<file path="config.mk">
export PLATFORM = sky130hd
export DESIGN_NAME = disk_change_latch
export DESIGN_NICKNAME = d
export VERILOG_FILES = /design/src/rtl/disk_change_latch.sv
export SDC_FILE = /design/constraint.sdc
export NUM_CORES = 1
export LEC_CHECK = 0
export ABC_AREA = 1
export CORE_MARGIN = 2
export CORE_UTILIZATION = 30
export CTS_BUF_LIST = sky130_fd_sc_hd__clkbuf_8
export DETAILED_ROUTE_END_ITERATION = 6
export DONT_BUFFER_PORTS = 1
export MAX_ROUTING_LAYER = met4
export SYNTH_ARGS = -nofsm -noshare
export SYNTH_HDL_FRONTEND = slang
export SYNTH_SLANG_ARGS = --single-unit
</file>
<file path="constraint.sdc">
create_clock -name clk -period 1.88 [get_ports clk]
set_clock_uncertainty 0.2 [all_clocks]
set_input_delay 0.188 -clock clk [delete_from_list [all_inputs] [get_ports clk]]
set_output_delay 0.188 -clock clk [all_outputs]
set_load 0.02 [all_outputs]
</file>
<file path="src/rtl/disk_change_latch.sv">
module disk_change_latch #(
  parameter int DRIVES = 4,
  parameter int CYL_W  = 8,
  parameter int CNT_W  = 8,
  localparam int SEL_W = $clog2(DRIVES)
) (
  input  logic              clk,
  input  logic              rst_n,
  input  logic [DRIVES-1:0] door_evt,
  input  logic [SEL_W-1:0]  drv_sel,
  input  logic [DRIVES-1:0] motor_on,
  input  logic [CNT_W-1:0]  settle_cycles,
  input  logic              done_vld,
  input  logic [SEL_W-1:0]  done_drv,
  input  logic [CYL_W-1:0]  done_tgt,
  input  logic [CYL_W-1:0]  done_cur,
  input  logic              done_ok,
  output logic [7:0]        dir_rdata,
  output logic [DRIVES-1:0] no_media
);

  logic [DRIVES-1:0] flag_q, nm_q;
  logic [SEL_W-1:0]  sel_q;
  logic [CNT_W-1:0]  cnt_q;
  logic              stale_q;

  wire moved    = done_tgt != done_cur;
  wire live_bit = flag_q[drv_sel] & motor_on[drv_sel];
  wire chg      = drv_sel != sel_q;
  wire hold     = (chg && settle_cycles != '0) || cnt_q != '0;
  wire shown    = hold ? stale_q : live_bit;

  assign dir_rdata = {shown, 7'b0};
  assign no_media  = nm_q;

  always_ff @(posedge clk or negedge rst_n) begin
    if (!rst_n) begin
      flag_q <= '0;
      nm_q   <= '0;
    end else begin
      for (int i = 0; i < DRIVES; i++) begin
        if (door_evt[i])
          flag_q[i] <= 1'b1;
        else if (done_vld && done_drv == SEL_W'(i) && done_ok && moved)
          flag_q[i] <= 1'b0;
        if (done_vld && done_drv == SEL_W'(i))
          nm_q[i] <= !done_ok;
      end
    end
  end

  always_ff @(posedge clk or negedge rst_n) begin
    if (!rst_n) begin
      sel_q   <= '0;
      cnt_q   <= '0;
      stale_q <= 1'b0;
    end else begin
      sel_q   <= drv_sel;
      stale_q <= shown;
      if (chg)
        cnt_q <= (settle_cycles == '0) ? '0 : settle_cycles - 1'b1;
      else if (cnt_q != '0)
        cnt_q <= cnt_q - 1'b1;
    end
  end

endmodule

</file>
==> reports/results.txt, run 1 <==
Chip Width: 73.2 µm
critical path startpoint category: flip-flop
core area: 4660 µm²
post-route ant nets: 0
maxcap violations: 0
starting density of the core: 30.8%
post-synth top area share: 33.1%
WP data arrival: 1.44 ns
via density per instance: 4.48
VDD IR-drop max: 0.224 mV
minimum clock period: 1.82 ns
Final Max Slew Viols: 0
final HPWL from detailed placement: 2310 µm
post-synthesis cell area: 1440 µm²
outcome: completed
synth-to-layout area growth: 26.0%
Setup violations, final: 0
register bit total from synthesis: 19
Placed Area: 1480 µm²
Die Y: 73.2 µm
Hold Crit Class: in2reg
post-synth cell types: 23
Static Leak: 0.912 nW
DR iter-0 viols: 58
Max Root-Sink Buffers: 2
post-synth top area cell: dfrtp_1
Final #Nets: 289
Final Wtd Congestion: 0.859
CP Capture Type: output port
die footprint: 5360 µm²
Min Hold Slack: 0.0137 ns
fmax: 549 MHz
Residual DRC: 0
all-layer global routing usage: 13.0%
Tot Pwr: 1.17 mW
ranking of synthesized cells by area: dfrtp_1, nand2_1, nor2_1
Clock Tree Root: clkbuf_8
setup TNS: 0 ns
ANT cells: 0
worst slack at placement: 0.167 ns
worst-path fanout max: 3
I/O pin cnt: 52
Power Dens Cells: 645 nW/µm²
row cnt: 25
I/O Buffers: 0
critical path class: reg2out
post-route cell area: 1810 µm²
Detailed Route WL: 3080 µm
DR vias: 1,341
Warnings, synthesis: 0
layout cell share with drive strength beyond 1: 13.9%
CTS clk-pin slew, worst paths: 0.07 ns
largest net degree at the start of global routing: 20
vias in the first global route: 1,261
Pre-antenna DRT Iters: 4
RSZ-0062 raised after global routing: true
Num CTS Buffers: 3
post-synthesis cell count: 216
CTS tree: built
Worst Path Required: 1.49 ns
most used routing layer: met2
Final Hold Vio Count: 0
M1 GR Usage: 16.1%
Clock Sinks: 19
first-pass GRT wire length: 5260 µm
wire length per cell after detailed routing: 10.3 µm
antenna violations before repair: 0
Rel. slew slack: 39.7%
Final WS setup: 0.0569 ns
sequential fraction of the synthesis area: 33.1%
period utilization: 97.0%
Clock Latency Late Sink: 0.27 ns
GR Overflow Total: 0
met3 Usage GRT: 1.66%
Worst-Margin Slew: 0.901 ns
met2 usage in global routing: 20.3%
Syn Area/Cell: 6.66 µm²
H-tree levels: 1
## state kept, by name, indices dropped and copies added, names as in the netlist
register,cells
flag_q,4
cnt_q,8
stale_q,1
sel_q,2
no_media,4
## timing repair
action                     in CTS  in global routing
setup endpoints to repair       1                  1
hold endpoints to repair       34                  0
resized for setup               5                  7
pin swaps                       1                  5
buffers inserted                2                  4
hold buffers                   20                  0
## area by class of cell
cell class              instances  area (µm²)
inverters                      34         133
clock inverters                 1        7.51
clock buffers                   3        41.3
repair buffers                 27         256
fillers                       479        2850
well taps                      54        67.6
flip-flops and latches         19         475
multi-input cells             161         831
## layer usage
metal  up-vias  routed length (µm)
li1        707                   -
met1       597                1410
met2        31                1500
met3         6                  87
met4         0                  77
met5         -                   0
## power breakdown
group          leakage (nW)  switching, mW  internal (mW)  total (mW)
Combinational         0.671          0.189          0.161       0.350
Clock                0.0217          0.155          0.150       0.305
Sequential            0.219         0.0564          0.458       0.515
Total                 0.912          0.400          0.769        1.17
## placed cells by master (no fill, tap or decap), drive strengths merged
cell / n
a21oi: 7
buf: 7
clkbuf: 3
clkinv: 1
clkinvlp: 1
conb: 7
dfrtp: 19
dlygate4sd3: 20
ha: 3
inv: 33
nand2: 67
nand3: 18
nand4: 2
nor2: 38
o21ai: 10
o21bai: 2
xnor2: 6
xor2: 1
## Yosys cell counts
cell type,n
dfrtp_1,19
xor2_1,1
inv_2,2
xnor2_1,6
nand3_1,18
a21oi_2,1
a21oi_1,6
nor2_1,32
nor2_4,1
nor2_8,1
nand2_1,62
nand2_2,1
nand4_1,2
inv_1,31
conb_1,1
o21bai_1,2
nand2_4,4
buf_4,8
clkinv_4,1
o21ai_0,9
o21ai_1,1
ha_1,3
nor2_2,4
## path summary, 6_finish.rpt
check                                       from  slack, ns  depth (start not counted)      endpoint
worst max register to register          cnt_q[0]       0.19                          9      cnt_q[4]
max in group asynchronous                  rst_n       0.64                          1       stale_q
worst min-delay path            settle_cycles[4]       0.01                          3      cnt_q[4]
worst max-delay path                    cnt_q[0]       0.06                          7  dir_rdata[7]
worst min register to register         flag_q[3]       0.28                          2     flag_q[3]
min in group asynchronous                  rst_n       0.29                          1      cnt_q[1]
## kinds of logic after synthesis
logic type / count (synthesis) / synth area share (%)
AOI/OAI and AO/OA: 19 / 7.22
and+or+nand+nor: 125 / 39.2
xor gates and xnor gates: 7 / 4.26
buffers and inverters: 42 / 13.4
adders and majority gates: 3 / 2.61
other: 1 / 0.261
DFF: 19 / 33.1
## critical path: stages, from the launching register on
cell and delay [ns]:
dfrtp_1 0.39, inv_2 0.09, ha_4 0.13, nand3_2 0.08, nor2_4 0.14, nand2_2 0.07, o21ai_2 0.14, buf_6 0.13
## stage by stage
stage               utilization, %  cells
finish                        38.9    299
global route                  38.9    299
CTS                           37.7    295
detailed placement            31.7    269
global placement              31.7    269
floorplan                        -    222
Power figures use the tool's default switching activity.
==> inputs of run 2 (changes only) <==
CORE_ASPECT_RATIO = 1.25   (was not set)
==> run 2 against run 1 <==
  * Clock power decreased by 2%
  * Flip-flop and latch count is the same
  * Sequential share of layout area up 0.44 points
  * Wire length rose by 4.5%
  * Sequential power is essentially flat
  * Clock-buffer cell count is the same
  * Critical path depth unchanged
  * Final cell count is 0.67% higher
  * Register-to-register slack worse by 0.05 ns
  * Non-clock buffer count is 4 lower
  * Highest routed layer unchanged
==> reports/results.txt, run 2 (synthesized netlist as in run 1, its figures left out) <==
Reg2Reg Depth: 9 (unchanged)
CP Cell Sequence: inv_2 -> ha_4 -> nand3_4 -> nor2_4 -> nand2_2 -> o21ai_1 -> buf_4
Tot Pwr: 1.15 mW (-1.8%)
H-tree levels: 1 (unchanged)
ANT cells: 0 (unchanged)
Static Leak: 0.895 nW (-1.9%)
via density per instance: 4.48 (-0.15%)
maxcap violations: 0 (unchanged)
RSZ-0062 raised after global routing: true
largest net degree at the start of global routing: 20 (unchanged)
I/O Buffers: 0 (unchanged)
Max Root-Sink Buffers: 2 (unchanged)
vias in the first global route: 1,388 (+10%)
Final #Nets: 285 (-1.4%)
critical path startpoint category: flip-flop
commonest non-fill, non-tap cell in the layout: nand2_1
CTS tree: built
CTS clk-pin slew, worst paths: 0.08 ns (about the same)
worst-path fanout max: 3 (unchanged)
critical path's slowest cell: dfrtp_1
minimum clock period: 1.84 ns (+0.0153 ns)
Final Hold Vio Count: 0 (unchanged)
wire length per cell after detailed routing: 10.7 µm (+3.9%)
DR iter-0 viols: 73 (+26%)
post-route ant nets: 0 (unchanged)
WP data arrival: 1.45 ns (about the same)
r2r setup slk: 0.14 ns (-0.05 ns)
GR Overflow Total: 0 (unchanged)
Residual DRC: 0 (unchanged)
Clock Tree Root: clkbuf_8
synth-to-layout area growth: 23.9%
Clock Latency Late Sink: 0.26 ns (about the same)
max reg flops: 8 (unchanged)
critical path class: reg2out
first-pass GRT wire length: 5550 µm (+5.5%)
Chip Width: 65.9 µm (-10%)
final HPWL from detailed placement: 2380 µm (+2.7%)
outcome: completed
Final Max Slew Viols: 0 (unchanged)
I/O pin cnt: 52 (unchanged)
row cnt: 28 (+12%)
Worst-Margin Slew: 0.916 ns (+0.0150 ns)
Fill cells: 498 (+4.0%)
most frequent cells in the layout: nand2_1, nor2_1, inv_1
antenna violations before repair: 0 (unchanged)
Hold EP: cnt_q[3]
fmax: 544 MHz (-0.83%)
Detailed Route WL: 3220 µm (+4.5%)
Worst Path Required: 1.49 ns (about the same)
Top reg by flops: cnt_q
core area: 4660 µm² (about the same)
all-layer global routing usage: 13.6% (+0.54 points)
Num CTS Buffers: 3 (unchanged)
Setup violations, final: 0 (unchanged)
Pre-antenna DRT Iters: 4 (unchanged)
period utilization: 97.8% (+0.81 points)
worst r2r dst: cnt_q[4]
die footprint: 5370 µm² (about the same)
Power Dens Cells: 644 nW/µm² (-0.18%)
hold path depth: 4 (+1)
CP Capture Type: output port
layout cell share with drive strength beyond 1: 12.0% (-1.8 points)
Hold Crit Class: in2reg
DR vias: 1,348 (+0.52%)
hold path start: settle_cycles[3]
CP peak stage delay: 0.41 ns (+0.02 ns)
final core utilization: 38.2% (-0.63 points)
starting density of the core: 30.9% (about the same)
Sequential cell area: 475 µm² (unchanged)
Crit. Startpoint: cnt_q[1]
Clock Sinks: 19 (unchanged)
Rel. slew slack: 38.7% (-1.0 points)
Final Wtd Congestion: 0.820 (-4.5%)
Die Y: 81.4 µm (+11%)
Reg-to-Reg Start: cnt_q[0]
VDD IR-drop max: 0.310 mV (+38%)
footprint of the multi-input gates: 832 µm² (+0.15%)
run 2: cell type report:
| class | count | area share [%] |
|---|---|---|
| Inverter | 34 | 7.44 |
| Tap cell | 60 | 4.21 |
| Multi-Input combinational cell | 161 | 46.7 |
| Clock inverter | 1 | 0.281 |
| Sequential cell | 19 | 26.7 |
| Timing Repair Buffer | 23 | 12.4 |
| Clock buffer | 3 | 2.32 |
run 2: power by group:
| group | switching (mW) | internal [mW] | leakage (nW) |
|---|---|---|---|
| registers | 0.0555 | 0.458 | 0.219 |
| clock network | 0.152 | 0.148 | 0.0255 |
| logic | 0.190 | 0.145 | 0.650 |
| total | 0.397 | 0.751 | 0.895 |
run 2: repair_timing:
action	CTS	global route
pin swaps	1	3
hold buffers	19	0
endpoints found under the setup margin	1	1
setup buffers	2	1
endpoints found under the hold margin	34	0
resized for setup	3	7
run 2: how the worst max path moves through the flow:
stage | to | slack, ns | depth (start not counted)
after floorplan | dir_rdata[7] | 0.22 | 7
after global placement | dir_rdata[7] | 0.18 | 7
after detailed placement | dir_rdata[7] | 0.14 | 7
after CTS | dir_rdata[7] | 0.01 | 6
after global routing | dir_rdata[7] | -0.04 | 7
final | dir_rdata[7] | 0.04 | 7
run 2: stage by stage:
step / TNS [ns] / area (µm²) / instances / hold slack (ns) / setup WS [ns]
6_report: 0 / 1780 / 301 / 0.0171 / 0.0416
5_1_grt: -0.0394 / 1780 / 301 / 0.0515 / -0.0394
4_1_cts: 0 / 1740 / 300 / 0.0182 / 0.0114
3_5_place_dp: 0 / 1480 / 275 / -0.307 / 0.142
3_3_place_gp: 0 / 1480 / 275 / -0.307 / 0.182
2_1_floorplan: 0 / 1460 / 222 / -0.308 / 0.221
run 2: metal layers:
layer,vias up,part of all wire [%],track usage (%)
met1,601,39,14.5
met2,45,53,24.4
met5,-,0,-
met4,0,1.6,5.63
li1,696,-,-
met3,6,5.6,2.35
run 2: worst max-delay path: cells and delay by family (launching register included):
| kind | cells | cell delay (ns) |
|---|---|---|
| AOI/OAI and AO/OA | 1 | 0.13 |
| adders and majority gates | 1 | 0.13 |
| buffers and inverters | 2 | 0.25 |
| DFF | 1 | 0.41 |
| and+or+nand+nor | 3 | 0.27 |
==> inputs of run 3 (changes only) <==
CORE_ASPECT_RATIO = 2   (was 1.25)
PLACE_DENSITY = 0.51   (was not set)
==> run 3 against run 2 <==
  * Clock-buffer cell count stayed put
  * Non-clock buffer count is 1 higher
  * Cell area up 0.42%
  * Global-route usage increased by 2.1 points
==> reports/results.txt, run 3 (synthesized netlist as in run 1, its figures left out) <==
post-route cell area: 1790 µm² (+0.42%)
setup TNS: 0 ns (unchanged)
Worst Path Required: 1.49 ns (about the same)
Static Leak: 0.904 nW (+0.98%)
Detailed Route WL: 3670 µm (+14%)
period utilization: 99.6% (+1.8 points)
critical path startpoint category: flip-flop
r2r setup slk: 0.14 ns (about the same)
Final Max Slew Viols: 0 (unchanged)
Final Wtd Congestion: 0.861 (+5.0%)
antenna violations before repair: 0 (unchanged)
Final #Nets: 286 (+0.35%)
Chip Width: 53.0 µm (-20%)
Setup violations, final: 0 (unchanged)
WP data arrival: 1.48 ns (+0.03 ns)
Critical Path End: dir_rdata[7]
CTS clk-pin slew, worst paths: 0.07 ns (about the same)
Clock Tree Root: clkbuf_8
layout cell share with drive strength beyond 1: 12.4% (+0.36 points)
Reg-to-Reg Start: cnt_q[0]
ANT cells: 0 (unchanged)
starting density of the core: 31.3% (+0.41 points)
Hold Crit Class: in2reg
VDD IR-drop max: 0.425 mV (+37%)
critical path class: reg2out
Final Hold Vio Count: 0 (unchanged)
I/O Buffers: 0 (unchanged)
worst r2r dst: cnt_q[4]
final core utilization: 38.9% (+0.67 points)
Fill cells: 505 (+1.4%)
outcome: completed
via density per instance: 4.61 (+2.9%)
RSZ-0062 raised after global routing: true
vias in the first global route: 1,420 (+2.3%)
Reg2Reg Depth: 9 (unchanged)
synth-to-layout area growth: 24.5%
DR vias: 1,368 (+1.5%)
Max Root-Sink Buffers: 2 (unchanged)
row cnt: 35 (+25%)
GR Overflow Total: 0 (unchanged)
final HPWL from detailed placement: 2850 µm (+20%)
Clock Sinks: 19 (unchanged)
Placed Area: 1480 µm² (-0.42%)
CP Capture Type: output port
minimum clock period: 1.87 ns (+0.0336 ns)
DR iter-0 viols: 13 (-82%)
worst-path fanout max: 3 (unchanged)
post-route ant nets: 0 (unchanged)
fmax: 534 MHz (-1.8%)
most frequent cells in the layout: nand2_1, nor2_1, inv_1
max reg flops: 8 (unchanged)
CTS tree: built
Num CTS Buffers: 3 (unchanged)
die footprint: 5400 µm² (+0.57%)
Worst-Margin Slew: 0.887 ns (-0.0299 ns)
commonest non-fill, non-tap cell in the layout: nand2_1
I/O pin cnt: 52 (unchanged)
Die Y: 102 µm (+25%)
maxcap violations: 0 (unchanged)
Top reg by flops: cnt_q
first-pass GRT wire length: 5950 µm (+7.3%)
Pre-antenna DRT Iters: 4 (unchanged)
core area: 4600 µm² (-1.3%)
wire length per cell after detailed routing: 12.4 µm (+16%)
Power Dens Cells: 648 nW/µm² (+0.53%)
all-layer global routing usage: 15.6% (+2.1 points)
H-tree levels: 1 (unchanged)
Clock Latency Late Sink: 0.25 ns (about the same)
largest net degree at the start of global routing: 20 (unchanged)
Residual DRC: 0 (unchanged)
Crit. Startpoint: cnt_q[1]
Rel. slew slack: 40.7% (+2.0 points)
run 3: cell types whose count changed in the layout (fill, tap and decap cells not counted):
cell	change
o21ai_2	+1
buf_6	+1
inv_1	+1
clkinv_2	-1
o21ai_1	-1
run 3: layout make-up:
cell class | instances | area, µm² | share of cell area, %
multi-input combinational | 161 | 836 | 46.7
sequential | 19 | 475 | 26.6
timing repair buffer | 24 | 231 | 12.9
inverter | 34 | 133 | 7.41
tap | 55 | 68.8 | 3.85
clock buffer | 3 | 41.3 | 2.31
clock inverter | 1 | 3.75 | 0.210
run 3: worst min-delay path by stage:
stage | to | from | depth (start not counted) | slack [ns]
3_3_place_gp | no_media[3] | rst_n | 0 | -0.31
3_5_place_dp | no_media[3] | rst_n | 0 | -0.31
5_1_grt | no_media[3] | done_drv[1] | 3 | 0.03
6_report | no_media[3] | done_drv[1] | 3 | 0.01
2_1_floorplan | cnt_q[0] | rst_n | 0 | -0.31
4_1_cts | no_media[3] | done_drv[1] | 3 | 0.02
run 3: repair_timing:
action	CTS	global route
setup endpoints to repair	1	1
endpoints found under the hold margin	33	0
buffers inserted	2	2
gates resized for setup	5	7
hold buffers	19	0
pin swaps	1	3
run 3: worst max-delay path, cell delays in order, from the launching register on:
cell	delay [ns]
dfrtp_1	0.40
inv_2	0.09
ha_4	0.14
nand3_4	0.08
nor2_4	0.16
nand2_2	0.07
o21ai_2	0.15
buf_6	0.13
run 3: through the flow:
stage                     worst slack, ns  instances  hold WS (ns)  power (mW)
after detailed placement            0.102        270        -0.307       0.783
after global placement             0.0715        270        -0.307       0.780
after CTS                        0.000448        295        0.0166        1.13
after floorplan                     0.221        222        -0.308       0.741
after global routing              -0.0949        297        0.0331        1.25
final                             0.00800        297        0.0109        1.16
run 3: where the power goes:
| group | internal [mW] | switching [mW] |
|---|---|---|
| clock network | 0.145 | 0.135 |
| logic | 0.162 | 0.202 |
| registers | 0.458 | 0.0575 |
| total | 0.765 | 0.394 |
run 3: per-layer routing:
metal | track usage, % | vias to the layer above | wire, µm
li1 | - | 698 | -
met1 | 13.2 | 624 | 1190
met2 | 30.7 | 40 | 2250
met3 | 1.61 | 6 | 141
met4 | 8.68 | 0 | 96
met5 | - | - | 0
